===== src/rtl/hiic_pkg.sv =====
package hiic_pkg;

    localparam int REG_W   = 8;
    localparam int NUM_HCH = 3;   // host channels: kbd, mouse, pm
    localparam int NUM_CRQ = 4;   // core requests

    // enable register bit positions
    localparam int EN_KBD_AUTO  = 0;
    localparam int EN_MSE_AUTO  = 1;
    localparam int EN_KBD_OBE   = 2;
    localparam int EN_KBD_IBF   = 3;
    localparam int EN_PM_AUTO   = 4;
    localparam int EN_PM_OBE    = 5;
    localparam int EN_PM_IBF    = 6;
    localparam int EN_BITS      = 7;

    // control register bit positions
    localparam int CTL_POL      = 3;
    localparam int CTL_MODE     = 4;
    localparam int CTL_BITS     = 5;

    localparam logic [EN_BITS-1:0]  EN_RESET  = '0;
    localparam logic [CTL_BITS-1:0] CTL_RESET = 5'b0_0111;

    typedef struct packed {
        logic               mode;    // 0 level, 1 pulse
        logic               pol;     // 0 active-high, 1 active-low
        logic [NUM_HCH-1:0] manual;
    } ctl_t;

    typedef struct packed {
        logic [EN_BITS-1:0] en;
        ctl_t               ctl;
    } regs_t;

endpackage


===== src/rtl/hiic_regs.sv =====
module hiic_regs
    import hiic_pkg::*;
(
    input  logic               clk,
    input  logic               rst_n,
    input  logic               reg_wr,
    input  logic               reg_addr,
    input  logic [REG_W-1:0]   reg_wdata,
    output logic [REG_W-1:0]   reg_rdata,
    output logic [EN_BITS-1:0] en,
    output ctl_t               ctl
);

    regs_t st_d, st_q;
    logic  unused_wmsb;

    assign unused_wmsb = reg_wdata[REG_W-1];

    always_comb begin
        st_d = st_q;
        if (reg_wr) begin
            if (reg_addr) begin
                st_d.ctl = ctl_t'(reg_wdata[CTL_BITS-1:0]);
            end else begin
                st_d.en = reg_wdata[EN_BITS-1:0];
            end
        end
    end

    always_ff @(posedge clk) begin
        if (!rst_n) begin
            st_q.en  <= EN_RESET;
            st_q.ctl <= ctl_t'(CTL_RESET);
        end else begin
            st_q <= st_d;
        end
    end

    always_comb begin
        if (reg_addr) begin
            reg_rdata = {{(REG_W-CTL_BITS){1'b0}}, st_q.ctl};
        end else begin
            reg_rdata = {{(REG_W-EN_BITS){1'b0}}, st_q.en};
        end
    end

    assign en  = st_q.en;
    assign ctl = st_q.ctl;

endmodule


===== src/rtl/hiic_host_irq.sv =====
module hiic_host_irq
    import hiic_pkg::*;
#(
    parameter int NCH = NUM_HCH
) (
    input  logic           clk,
    input  logic           rst_n,
    input  logic [NCH-1:0] odr_wr,
    input  logic [NCH-1:0] odr_rd,
    input  logic [NCH-1:0] auto_en,
    input  logic [NCH-1:0] manual,
    input  logic           mode,
    input  logic           pol,
    output logic [NCH-1:0] irq
);

    typedef struct packed {
        logic [NCH-1:0] pend;    // level source: written, not yet read
        logic [NCH-1:0] pulse;   // pulse source: written last cycle
    } hst_t;

    hst_t st_d, st_q;
    logic [NCH-1:0] auto_src;

    always_comb begin
        st_d = st_q;
        for (int i = 0; i < NCH; i++) begin
            // write has priority over a same-cycle read
            if (odr_wr[i]) begin
                st_d.pend[i] = 1'b1;
            end else if (odr_rd[i]) begin
                st_d.pend[i] = 1'b0;
            end
            st_d.pulse[i] = odr_wr[i];
        end
    end

    always_ff @(posedge clk) begin
        if (!rst_n) begin
            st_q <= '0;
        end else begin
            st_q <= st_d;
        end
    end

    generate
        for (genvar g = 0; g < NCH; g++) begin : g_line
            assign auto_src[g] = mode ? st_q.pulse[g] : st_q.pend[g];
            assign irq[g]      = pol ^ (auto_en[g] ? auto_src[g] : manual[g]);
        end
    endgenerate

endmodule


===== src/rtl/hiic_core_irq.sv =====
module hiic_core_irq
    import hiic_pkg::*;
(
    input  logic               kbd_obf,
    input  logic               kbd_ibf,
    input  logic               pm_obf,
    input  logic               pm_ibf,
    input  logic [NUM_CRQ-1:0] req_en,
    output logic [NUM_CRQ-1:0] req
);

    logic [NUM_CRQ-1:0] cond;

    always_comb begin
        cond[0] = !kbd_obf;
        cond[1] =  kbd_ibf;
        cond[2] = !pm_obf;
        cond[3] =  pm_ibf;
    end

    generate
        for (genvar g = 0; g < NUM_CRQ; g++) begin : g_req
            assign req[g] = req_en[g] & cond[g];
        end
    endgenerate

endmodule


===== src/rtl/hiic_ctrl.sv =====
module hiic_ctrl
    import hiic_pkg::*;
(
    input  logic               clk,
    input  logic               rst_n,
    input  logic               reg_wr,
    input  logic               reg_addr,
    input  logic [REG_W-1:0]   reg_wdata,
    output logic [REG_W-1:0]   reg_rdata,
    input  logic [NUM_HCH-1:0] core_odr_wr,
    input  logic [NUM_HCH-1:0] host_odr_rd,
    input  logic               kbd_obf,
    input  logic               kbd_ibf,
    input  logic               pm_obf,
    input  logic               pm_ibf,
    output logic [NUM_HCH-1:0] host_irq,
    output logic [NUM_CRQ-1:0] core_irq
);

    logic [EN_BITS-1:0] en;
    ctl_t               ctl;
    logic [NUM_HCH-1:0] auto_en;
    logic [NUM_CRQ-1:0] core_en;
    logic               irq_mode;
    logic               irq_pol;

    assign auto_en  = {en[EN_PM_AUTO], en[EN_MSE_AUTO], en[EN_KBD_AUTO]};
    assign core_en  = {en[EN_PM_IBF], en[EN_PM_OBE], en[EN_KBD_IBF], en[EN_KBD_OBE]};
    assign irq_mode = ctl.mode;
    assign irq_pol  = ctl.pol;

    hiic_regs u_regs (
        .clk       (clk),
        .rst_n     (rst_n),
        .reg_wr    (reg_wr),
        .reg_addr  (reg_addr),
        .reg_wdata (reg_wdata),
        .reg_rdata (reg_rdata),
        .en        (en),
        .ctl       (ctl)
    );

    hiic_host_irq #(.NCH(NUM_HCH)) u_host (
        .clk     (clk),
        .rst_n   (rst_n),
        .odr_wr  (core_odr_wr),
        .odr_rd  (host_odr_rd),
        .auto_en (auto_en),
        .manual  (ctl.manual),
        .mode    (irq_mode),
        .pol     (irq_pol),
        .irq     (host_irq)
    );

    hiic_core_irq u_core (
        .kbd_obf (kbd_obf),
        .kbd_ibf (kbd_ibf),
        .pm_obf  (pm_obf),
        .pm_ibf  (pm_ibf),
        .req_en  (core_en),
        .req     (core_irq)
    );

endmodule


===== config.mk =====
export PLATFORM = sky130hd
export DESIGN_NAME = hiic_ctrl
export DESIGN_NICKNAME = d
export VERILOG_FILES = /design/src/rtl/hiic_pkg.sv /design/src/rtl/hiic_regs.sv /design/src/rtl/hiic_host_irq.sv /design/src/rtl/hiic_core_irq.sv /design/src/rtl/hiic_ctrl.sv
export SDC_FILE = /design/constraint.sdc
export NUM_CORES = 1
export LEC_CHECK = 0
export BUFFER_PORTS_ARGS = -buffer_cell sky130_fd_sc_hd__buf_2
export CAP_MARGIN = 20
export CORE_MARGIN = 2
export CORE_UTILIZATION = 35
export CTS_CLUSTER_DIAMETER = 200
export DETAILED_ROUTE_END_ITERATION = 10
export PLACE_DENSITY = 0.7
export SLEW_MARGIN = 10
export SYNTH_ARGS = -nofsm -noshare
export SYNTH_HDL_FRONTEND = slang
export SYNTH_SLANG_ARGS = --single-unit

===== constraint.sdc =====
create_clock -name clk -period 2.4 [get_ports clk]
set_input_delay 0.36 -clock clk [delete_from_list [all_inputs] [get_ports clk]]
set_output_delay 0.36 -clock clk [all_outputs]
set_load 0.01 [all_outputs]

==> metrics.md <==
| Metric | Value |
|---|---|
| Status | `finished, final reports clean` |
| Max VDD drop | `0.323 mV` |
| Post-route cell area | `1030 um2` |
| Avg Cell Area, Syn | `8.78 um2` |
| Htree depth | `1` |
| Die area | `between 2000 and 3000 um2` |
| Final setup viols | `0` |
| Die H | `52.8 um` |
| RSZ-0062 raised after global routing | `false` |
| Row cnt | `17` |
| Global route overflow | `0` |
| WS Path Type | `reg -> out` |
| Ys Warns | `0` |
| Layout cells sized above 1 | `0.339` |
| Worst EP arrival | `1.37 ns` |
| Layout Nets | `151` |
| Setup TNS | `0 ns` |
| Cells resized by post-CTS repair | `0` |
| Final core occ | `0.459` |
| I/O pin count | `37` |
| # fillers | `237` |
| Post-Syn Instances | `95` |
| P&R area growth vs syn | `22.9%` |
| CP Max Fanout | `5` |
| Largest net degree at the start of global routing | `19` |
| Syn nets | `roughly 120` |
| HP Class | `in -> reg` |
| Area of placed instances | `1000 um2` |
| Largest cells by area after synthesis | `dfxtp_1 43%, nand2_1 9.0%, mux2_2 6.7%, a21boi_1 6.3%, nor2b_1 5.2%` |
| Element type at the critical path start | `flip-flop` |
| Clock transition at the registers of the reported paths | `about 0.1 ns` |
| CTS tree | `yes` |
| Inst Count DP | `152` |
| Via density per instance | `4.80` |
| Seq/Total Area, Yosys | `0.432` |
| Worst-Skew Late Latency | `slightly below 0.3 ns` |
| Pre-CTS setup slack | `0.897 ns` |
| Clk network pwr share | `0.255` |
| WL/cell | `roughly 11 um` |
| Detailed router's first-iteration violation count | `3` |
| Residual DRC | `0` |
| Worst hold margin | `0.285 ns` |
| CP endpoint kind | `output port` |
| Reg power frac | `0.569` |
| Post-CTS Setup Bufs | `0` |
| Chip width | `~53 um` |
| Final wirelength | `1780 um` |
| Initial antenna violation count | `0` |
| P_sw | `around 0.15 mW` |
| Gpl congestion | `~0.74` |
| Most frequent cells in the layout | `34 x buf_2, 20 x nand2_1, 18 x dfxtp_1` |
| CTS Buffer Depth | `2` |
| Req. time, crit path | `2.04 ns` |
| Static Leak | `approximately 0.47 nW` |
| CTS Sinks | `18` |
| Mapped cell area | `835 um2` |
| ANT cells | `0` |
| Combined area of the multi-input logic cells | `about 440 um2` |
| First-pass GRT wire length | `between 2000 and 3000 um` |
| Sw Ratio | `0.261` |
| Logic pwr share | `0.176` |
| Max frequency | `579 MHz` |
| Number of synthesized register bits | `18` |
| Max Cap Viol | `0` |
| Area leader, netlist | `dfxtp_1` |
| Netlist cell types | `20` |
| Clock Skews | `0 ns` |
| Port bufs | `34` |
| Final Max Tran Viols | `0` |
| Period minus WS final | `1.73 ns` |
| TritonCTS Buffers | `3` |
| Final hold viol count | `0` |
| Non-filler cells, final | `around 160` |
| Cts hold-fix bufs | `0` |
| Vias in the first global route | `between 600 and 700` |
| Design Power | `0.573 mW` |
| Register Area | `360 um2` |
| Internal | `0.424 mW` |
| Core area | `2230 um2` |
| Drt first pass iters | `4` |
| Via count | `744` |
| Routed Antenna Nets | `0` |
| Initial Utilization | `0.374` |
| Setup ws final | `approximately 0.67 ns` |
| Power Density | `~560 nW/um2` |
| All-Layer GR Usage | `0.146` |
| Synth top area share | `0.432` |
| Most common cell after layout, fill and taps aside | `buf_2` |
| Root buf cell | `clkbuf_4` |
| Fin crit share | `0.720` |
[cell type report]
class,count,share of cell area
sequential,18,0.351
tap,28,0.0341
timing repair buffer,34,0.166
clock buffer,3,0.0220
multi-input combinational,72,0.427
[cells by family (layout without fill, tap and decap cells)]
group           count (synthesis)  in the layout  synth area share
mux                             8              8             0.103
simple gates                   45             45             0.259
compound gates                 15             15             0.126
other cells                     1              1           0.00449
buf+inv                         5             37            0.0435
flops                          18             18             0.432
xor+xnor                        3              3            0.0315
[worst paths after layout]
kind,from,to,slack [ns],cells past startpoint
min,core_odr_wr[2],u_host.st_q[2],0.28,2
min reg2reg,u_regs.en[6],u_regs.en[6],0.47,2
max,u_regs.ctl[4],host_irq[0],0.67,4
max reg2reg,u_regs.ctl[3],u_regs.ctl[3],1.59,2
[layer usage]
layer / up-vias / track usage / share of wire
li1: 376 / - / -
met1: 345 / 0.188 / 0.42
met2: 21 / 0.235 / 0.52
met3: 2 / 0.0257 / 0.052
met4: 0 / 0.0641 / 0.011
met5: - / 0 / 0
[flip-flops by register name, indices dropped and copies added, names as in the netlist]
register     count
u_host.st_q      6
u_regs.ctl       5
u_regs.en        7
[power groups by stage]
stage          sequential, mW  combinational, mW  clock (mW)
3_3_place_gp            0.333             0.0991           0
2_1_floorplan           0.329             0.0651           0
3_5_place_dp            0.333              0.102           0
6_report                0.326              0.101       0.146
5_1_grt                 0.329              0.113       0.169
4_1_cts                 0.326              0.102       0.151
[synth_stat cells]
cell type and number:
and2b_2 1, and2_1 5, nor2b_1 7, nand2_1 20
o21a_1 3, buf_6 1, mux2_2 5, conb_1 1
clkbuf_2 1, dfxtp_1 18, a21oi_1 3, a21boi_0 2
nand2b_1 1, mux2i_1 3, nor2_1 3, a21boi_1 7
buf_2 1, nand3_1 8, xor2_1 3, buf_4 2
[critical path, cell delays in order (launching register included)]
cell	delay (ns)
dfxtp_1	0.47
mux2i_1	0.23
a21oi_1	0.10
xor2_1	0.14
buf_2	0.14
Power figures use the tool's default switching activity.
